`src/rtl/des_ks_pkg.sv`:
```
package des_ks_pkg;

   localparam int KEY_W  = 64;
   localparam int SEL_W  = 56;
   localparam int HALF_W = 28;
   localparam int RK_W   = 48;

   // first selection: index (1-based, MSB first) of the key bit for each output bit
   localparam int unsigned CHOICE1 [SEL_W] = '{
      57, 49, 41, 33, 25, 17,  9,  1, 58, 50, 42, 34, 26, 18,
      10,  2, 59, 51, 43, 35, 27, 19, 11,  3, 60, 52, 44, 36,
      63, 55, 47, 39, 31, 23, 15,  7, 62, 54, 46, 38, 30, 22,
      14,  6, 61, 53, 45, 37, 29, 21, 13,  5, 28, 20, 12,  4};

   // second selection: index (1-based, MSB first) into the 56 half bits
   localparam int unsigned CHOICE2 [RK_W] = '{
      14, 17, 11, 24,  1,  5,  3, 28, 15,  6, 21, 10,
      23, 19, 12,  4, 26,  8, 16,  7, 27, 20, 13,  2,
      41, 52, 31, 37, 47, 55, 30, 40, 51, 45, 33, 48,
      44, 49, 39, 56, 34, 53, 46, 42, 50, 36, 29, 32};

   function automatic logic [SEL_W-1:0] pick_halves(input logic [KEY_W-1:0] k);
      logic [SEL_W-1:0] r;
      for (int j = 0; j < SEL_W; j++) begin
         r[SEL_W-1-j] = k[KEY_W - int'(CHOICE1[j])];
      end
      return r;
   endfunction

   function automatic logic [RK_W-1:0] pick_round(input logic [SEL_W-1:0] h);
      logic [RK_W-1:0] r;
      for (int j = 0; j < RK_W; j++) begin
         r[RK_W-1-j] = h[SEL_W - int'(CHOICE2[j])];
      end
      return r;
   endfunction

   function automatic int ones_in(input logic [63:0] v, input int n);
      int c;
      c = 0;
      for (int i = 0; i < n; i++) begin
         if (v[i]) c++;
      end
      return c;
   endfunction

endpackage

```
`src/rtl/des_ks_select.sv`:
```
module des_ks_select #(
   parameter int IN_W  = 64,
   parameter int OUT_W = 56,
   parameter bit FIRST = 1'b1
) (
   input  logic [IN_W-1:0]  din,
   output logic [OUT_W-1:0] dout
);
   import des_ks_pkg::*;

   generate
      if (FIRST) begin : g_first
         if (IN_W != KEY_W || OUT_W != SEL_W) begin : g_bad
            $error("first selection needs %0d in, %0d out", KEY_W, SEL_W);
         end
         logic [KEY_W-1:0] wide;
         assign wide = KEY_W'(din);
         assign dout = OUT_W'(pick_halves(wide));
      end else begin : g_second
         if (IN_W != SEL_W || OUT_W != RK_W) begin : g_bad
            $error("second selection needs %0d in, %0d out", SEL_W, RK_W);
         end
         logic [SEL_W-1:0] wide;
         assign wide = SEL_W'(din);
         assign dout = OUT_W'(pick_round(wide));
      end
   endgenerate

endmodule

```
`src/rtl/des_ks_half.sv`:
```
module des_ks_half #(
   parameter int W = 28
) (
   input  logic         clk,
   input  logic         rst_n,
   input  logic         load_i,
   input  logic [W-1:0] load_val_i,
   input  logic         load_rot_i,
   input  logic         load_two_i,
   input  logic         step_i,
   input  logic         right_i,
   input  logic         two_i,
   output logic [W-1:0] q_o
);

   if (W < 3) begin : g_bad
      $error("half width must be at least 3");
   end

   logic [W-1:0] q;
   logic [W-1:0] src;
   logic [W-1:0] turned;
   logic [W-1:0] nxt;
   logic         do_rot;
   logic         go_right;
   logic         go_two;

   // one rotator shared between load-time pre-rotation and round steps
   always_comb begin
      src      = load_i ? load_val_i : q;
      do_rot   = load_i ? load_rot_i : step_i;
      go_right = load_i ? 1'b0       : right_i;
      go_two   = load_i ? load_two_i : two_i;
      case ({go_right, go_two})
         2'b00:   turned = {src[W-2:0], src[W-1]};
         2'b01:   turned = {src[W-3:0], src[W-1:W-2]};
         2'b10:   turned = {src[0], src[W-1:1]};
         default: turned = {src[1:0], src[W-1:2]};
      endcase
      nxt = do_rot ? turned : src;
   end

   always_ff @(posedge clk) begin
      if (!rst_n) begin
         q <= '0;
      end else if (load_i || step_i) begin
         q <= nxt;
      end
   end

   assign q_o = q;

   AST_HALF_HOLD: assert property (@(posedge clk) disable iff (!rst_n)
      (!load_i && !step_i) |=> $stable(q_o));

   AST_HALF_WEIGHT: assert property (@(posedge clk) disable iff (!rst_n)
      (step_i && !load_i) |=> ($countones(q_o) == $countones($past(q_o))));

endmodule

```
`src/rtl/des_ks_seq.sv`:
```
module des_ks_seq #(
   parameter int               ROUNDS   = 16,
   parameter logic [ROUNDS-1:0] ONE_MASK = 16'h8103
) (
   input  logic clk,
   input  logic rst_n,
   input  logic load_i,
   input  logic dec_i,
   input  logic adv_i,
   output logic valid_o,
   output logic dec_o,
   output logic step_o,
   output logic two_o,
   output logic load_two_o
);

   localparam int              CW   = (ROUNDS > 2) ? $clog2(ROUNDS) : 1;
   localparam logic [CW-1:0]   LAST = CW'(ROUNDS - 1);

   if (ROUNDS < 2) begin : g_bad
      $error("at least two rounds required");
   end

   logic [CW-1:0] cnt_q;
   logic          valid_q;
   logic          dec_q;
   logic [CW-1:0] nidx;

   // schedule index of the rotation that leads to the next key
   always_comb begin
      nidx   = dec_q ? (LAST - cnt_q) : (cnt_q + 1'b1);
      step_o = adv_i && valid_q && !load_i && (cnt_q != LAST);
      two_o  = !ONE_MASK[nidx];
   end

   assign load_two_o = !ONE_MASK[0];
   assign valid_o    = valid_q;
   assign dec_o      = dec_q;

   always_ff @(posedge clk) begin
      if (!rst_n) begin
         cnt_q   <= '0;
         valid_q <= 1'b0;
         dec_q   <= 1'b0;
      end else if (load_i) begin
         cnt_q   <= '0;
         valid_q <= 1'b1;
         dec_q   <= dec_i;
      end else if (adv_i && valid_q) begin
         if (cnt_q == LAST) begin
            cnt_q   <= '0;
            valid_q <= 1'b0;
         end else begin
            cnt_q <= cnt_q + 1'b1;
         end
      end
   end

   AST_LOAD_RESTART: assert property (@(posedge clk) disable iff (!rst_n)
      load_i |=> (valid_o && cnt_q == '0));

   AST_LAST_DROP: assert property (@(posedge clk) disable iff (!rst_n)
      (valid_o && adv_i && !load_i && cnt_q == LAST) |=> !valid_o);

   AST_IDLE_STAYS: assert property (@(posedge clk) disable iff (!rst_n)
      (!valid_o && !load_i) |=> !valid_o);

   AST_DIR_HELD: assert property (@(posedge clk) disable iff (!rst_n)
      !load_i |=> $stable(dec_o));

   AST_COUNT_STEP: assert property (@(posedge clk) disable iff (!rst_n)
      step_o |=> (cnt_q == $past(cnt_q) + 1'b1));

endmodule

```
`src/rtl/des_round_key_gen.sv`:
```
module des_round_key_gen #(
   parameter int                ROUNDS         = 16,
   parameter logic [ROUNDS-1:0] SHIFT_ONE_MASK = 16'h8103,
   parameter bit                ZERO_WHEN_IDLE = 1'b1
) (
   input  logic                      clk,
   input  logic                      rst_n,
   input  logic                      load_i,
   input  logic [des_ks_pkg::KEY_W-1:0] key_i,
   input  logic                      decrypt_i,
   input  logic                      advance_i,
   output logic [des_ks_pkg::RK_W-1:0]  rk_o,
   output logic                      rk_valid_o
);
   import des_ks_pkg::*;

   localparam int TOTAL_TURN = 2 * ROUNDS - ones_in(64'(SHIFT_ONE_MASK), ROUNDS);

   // decrypt relies on the full schedule returning the halves to their start
   if ((TOTAL_TURN % HALF_W) != 0) begin : g_bad_sched
      $error("schedule total %0d is not a multiple of %0d", TOTAL_TURN, HALF_W);
   end

   logic [SEL_W-1:0]  loaded;
   logic [HALF_W-1:0] c_q;
   logic [HALF_W-1:0] d_q;
   logic [RK_W-1:0]   picked;
   logic              valid;
   logic              dec;
   logic              step;
   logic              two;
   logic              load_two;

   des_ks_select #(.IN_W(KEY_W), .OUT_W(SEL_W), .FIRST(1'b1)) u_first (
      .din  (key_i),
      .dout (loaded)
   );

   des_ks_seq #(.ROUNDS(ROUNDS), .ONE_MASK(SHIFT_ONE_MASK)) u_seq (
      .clk        (clk),
      .rst_n      (rst_n),
      .load_i     (load_i),
      .dec_i      (decrypt_i),
      .adv_i      (advance_i),
      .valid_o    (valid),
      .dec_o      (dec),
      .step_o     (step),
      .two_o      (two),
      .load_two_o (load_two)
   );

   des_ks_half #(.W(HALF_W)) u_c (
      .clk        (clk),
      .rst_n      (rst_n),
      .load_i     (load_i),
      .load_val_i (loaded[SEL_W-1:HALF_W]),
      .load_rot_i (!decrypt_i),
      .load_two_i (load_two),
      .step_i     (step),
      .right_i    (dec),
      .two_i      (two),
      .q_o        (c_q)
   );

   des_ks_half #(.W(HALF_W)) u_d (
      .clk        (clk),
      .rst_n      (rst_n),
      .load_i     (load_i),
      .load_val_i (loaded[HALF_W-1:0]),
      .load_rot_i (!decrypt_i),
      .load_two_i (load_two),
      .step_i     (step),
      .right_i    (dec),
      .two_i      (two),
      .q_o        (d_q)
   );

   des_ks_select #(.IN_W(SEL_W), .OUT_W(RK_W), .FIRST(1'b0)) u_second (
      .din  ({c_q, d_q}),
      .dout (picked)
   );

   generate
      if (ZERO_WHEN_IDLE) begin : g_gate
         assign rk_o = valid ? picked : '0;
      end else begin : g_raw
         assign rk_o = picked;
      end
   endgenerate

   assign rk_valid_o = valid;

   AST_DEC_UNTURNED: assert property (@(posedge clk) disable iff (!rst_n)
      (load_i && decrypt_i) |=> ({c_q, d_q} == $past(loaded)));

   AST_ENC_TURNED: assert property (@(posedge clk) disable iff (!rst_n)
      (load_i && !decrypt_i) |=> (c_q == {$past(loaded[SEL_W-2:HALF_W]), $past(loaded[SEL_W-1])}));

endmodule

```
`config.mk`:
```
export PLATFORM = sky130hd
export DESIGN_NAME = des_round_key_gen
export DESIGN_NICKNAME = d
export VERILOG_FILES = /design/src/rtl/des_ks_pkg.sv /design/src/rtl/des_ks_select.sv /design/src/rtl/des_ks_half.sv /design/src/rtl/des_ks_seq.sv /design/src/rtl/des_round_key_gen.sv
export SDC_FILE = /design/constraint.sdc
export NUM_CORES = 1
export LEC_CHECK = 0
export BUFFER_PORTS_ARGS = -buffer_cell sky130_fd_sc_hd__buf_4
export CORE_ASPECT_RATIO = 0.5
export CORE_MARGIN = 2
export CORE_UTILIZATION = 50
export CTS_BUF_LIST = sky130_fd_sc_hd__clkbuf_2
export DETAILED_ROUTE_END_ITERATION = 16
export PLACE_DENSITY = 0.77
export SLEW_MARGIN = 20
export SYNTH_ARGS = -nofsm -noshare
export SYNTH_HDL_FRONTEND = slang
export SYNTH_SLANG_ARGS = --single-unit
```
`constraint.sdc`:
```
create_clock -name clk -period 2.2 [get_ports clk]
set_input_delay 0.22 -clock clk [delete_from_list [all_inputs] [get_ports clk]]
set_output_delay 0.22 -clock clk [all_outputs]
set_load 0.005 [all_outputs]
```
==> qor.yml <==
grt:
  grt_antenna_before_repair: 0
  grt_overflow: 0
  grt_pass1_vias: 6131
  grt_pass1_wl_um: 32500
  grt_max_degree: 99
  grt.total_usage: 0.337
placed_design:
  gp_congestion: 0.922
  dp_cells: 927
  place_area_um2: 6620
  hpwl_um: 12600
  io_buffers: 109
timing:
  tns_ns: -1.39
  hold_viol: 0
  relSlewSlack: 0.583
  min_period_over_period: 1.05
  fin_skew_ns: 0.0409
  timing.final.crit_period_ns: 2.32
  max_freq_ghz: 0.431
  setup_viol: 33
  rsz0062_at_grt: "true"
  worstMarginPinSlew_ns: 0.625
  fin_ws_ns: -0.120
  drv_slew: 0
floorplanning:
  dieWidth_um: 152
  fp-row-count: 26
  io-pin-count: 118
  core-area_um2: 10400
  dieHeight_um: 78.0
  dieArea_um2: 11800
  initial_core_util: 0.525
yosys:
  synth_ff_type: "dfxtp_1"
  avgSynthCellArea_um2: 7.68
  synth-edff-count: 0
  synth_top_family_by_area: "compound AO/OA/AOI/OAI gates"
  syn-cell-area_um2: 5470
  synth_compound_area_frac: 0.337
  ys_async_sr_fraction: 0
  synth_simple_gate_area_frac: 0.258
  synth_xor_area_frac: 0.00480
  synth_nets: 782
  synth_fa_ha_area_frac: 0.00229
  synth_cell_types: 53
  synth_seq_cells: 62
  syn_inst: 712
  ys_warn_count: 0
  synth-seq-area-share: 0.227
  muxShareOfSynthArea: 0.100
layout:
  postLayoutCellArea_um2: 7900
  seqCellArea_um2: 1260
  syn_to_final_growth_pct: 44.4
  multiInputGateArea_um2: 4380
  layout_commonest_cell: "buf_4"
  layout_common_cells: "buf_4, nand2_1, dfxtp_1, and2_1, nor2_1"
  utilization: 0.759
  diodes: 0
  fin_cells: 985
  layout.nets: 910
  fillers: 706
  drive_above_1_share: 0.350
clocking:
  insertion_delay_ns: 0.55
  numClockSinks: 62
  clock-root-buffer: "clkbuf_2"
  cts_tree: "built"
  clk_pin_slew_ns: 0.22
  htree_levels: 3
  cts_buffers: 9
  cts_buffer_depth: 2
critical_path:
  critical_path_class: "register to register"
  critical_path.max_fanout: 7
  path_buf_inv: 3
  cp_common_cell: "buf_12"
  required_ns: 2.65
  crit_path_top_delay_cell: "dfxtp_4"
  start_kind: "register"
  cp.arrival_ns: 2.77
  end_kind: "register"
  path_delay_family: "compound AO/OA/AOI/OAI gates"
  cpPeakStageDelay_ns: 0.44
  cp_cell_sequence: "ha_4 -> xor2_4 -> o31ai_4 -> mux2_4 -> buf_12 -> nor2_4 -> buf_12 -> buf_12 -> a211oi_2 -> o41ai_2"
route:
  drt-wirelength-per-cell_um: 23.2
  detail_route.iter0.violations: 1203
  vias: 7108
  dr.pass1.iters: 7
  wirelength_um: 22900
  ant_nets: 0
  drc: 0
  avgViaCountPerCell: 7.22
pwr:
  p_per_area_nw_per_um2: 474
  power.switching_uw: 1490
  swShare: 0.398
  total_power_uw: 3740
  power_frac_seq: 0.378
  ir_worst_vdd_mv: 0.301
  combinationalPowerShare: 0.426
  p_leak_uw: 0.00308
  pwr-share-clk: 0.196
  power.internal_uw: 2260
status:
  status: "finished, violations left"
  violations: "negative setup slack"
run:
  drv_cap: 0
hold_path:
  hold_class: "input pin to register"
==> cells in the mapped netlist (3+ instances only) <==
cell type,instances,area [um^2]
nand2_1,75,282
a31oi_1,3,18.8
or4_1,7,52.6
a211oi_1,36,270
o31ai_1,17,128
and2_1,50,313
nand2b_1,4,25.0
o41ai_1,10,87.6
nand4_1,3,18.8
a22o_1,22,193
nor3_1,11,55.1
nor2_1,43,161
a21oi_1,18,90.1
buf_2,10,50.1
o221ai_1,7,61.3
clkbuf_1,57,214
o21ai_1,6,30.0
buf_4,7,52.6
mux2i_1,42,420
dfxtp_1,62,1240
a221oi_1,3,26.3
a32o_1,37,370
buf_1,6,22.5
o21ai_0,42,210
and3_1,6,37.5
o21a_1,6,45.0
nor4_1,49,307
o41ai_2,13,211
or3_1,5,31.3
o22ai_1,5,31.3
buf_6,3,33.8
nand3_1,6,30.0
mux2_2,10,113
nor2b_1,8,50.1
==> power groups by stage <==
stage                     Combinational, uW  Sequential [uW]  Clock, uW
final                                  1590             1410        735
after global routing                   1660             1430        777
after CTS                              1340             1390        730
after detailed placement               1170             1420          0
after global placement                 1140             1420          0
after floorplan                         768             1350          0
==> flip-flops by register name, indices dropped and copies added, names as in the netlist <==
| signal | count |
|---|---|
| u_seq.cnt_q | 4 |
| u_seq.dec_o | 1 |
| u_seq.valid_o | 1 |
| u_d.q_o | 28 |
| u_c.q_o | 28 |
==> cell type report <==
class,count,share of cell area
Sequential cell,62,0.159
Timing Repair Buffer,200,0.250
Inverter,3,0.00143
Tap cell,140,0.0222
Multi-Input combinational cell,564,0.554
Clock buffer,10,0.00634
Clock inverter,6,0.00665
==> per-layer routing <==
layer  vias to the layer above  part of all wire  global-route usage
met4                         0             0.047               0.111
met2                       685              0.43               0.526
met3                       150              0.15              0.0983
li1                       3010                 -                   -
met5                         -                 0                   0
met1                      3263              0.37               0.448
==> through the flow <==
stage	setup slack, ns	hold WS (ns)
global route	-0.170	0.00798
CTS	-0.0427	0.00347
detailed placement	-0.197	0.537
floorplan	0.122	0.397
global placement	-0.0576	0.533
finish	-0.120	0.00611
==> what timing repair did <==
action	4_1_cts	5_1_grt
gates cloned	4	4
endpoints found under the hold margin	24	2
pin swaps	16	49
setup buffers	10	6
gates resized for setup	53	73
hold buffers	16	2
setup endpoints to repair	53	51
==> path summary, 6_finish.rpt <==
check,start,to,slack (ns),cells after the start
worst max-delay path,u_seq.cnt_q[0]$_SDFFE_PP0P_,u_c.q_o[17]$_SDFFE_PN0P_,-0.12,10
worst min-delay path,key_i[50],u_d.q_o[14]$_SDFFE_PN0P_,0.006,3
worst max register to register,u_seq.cnt_q[0]$_SDFFE_PP0P_,u_c.q_o[17]$_SDFFE_PN0P_,-0.12,10
worst min register to register,u_c.q_o[25]$_SDFFE_PN0P_,u_c.q_o[23]$_SDFFE_PN0P_,0.63,2
==> cells by family (layout without fill, tap and decap cells) <==
logic type,count (synthesis),in the layout
simple gates,274,274
compound gates,233,233
buf+inv,86,219
flops,62,62
mux,53,53
xor+xnor,3,3
fa+ha+maj,1,1
==> tightest hold or removal path, stage by stage <==
cell and delay [ns]:
buf_4 0.10, a211oi_4 0.05, o41ai_2 0.17
(Power assumes the default switching activity.)
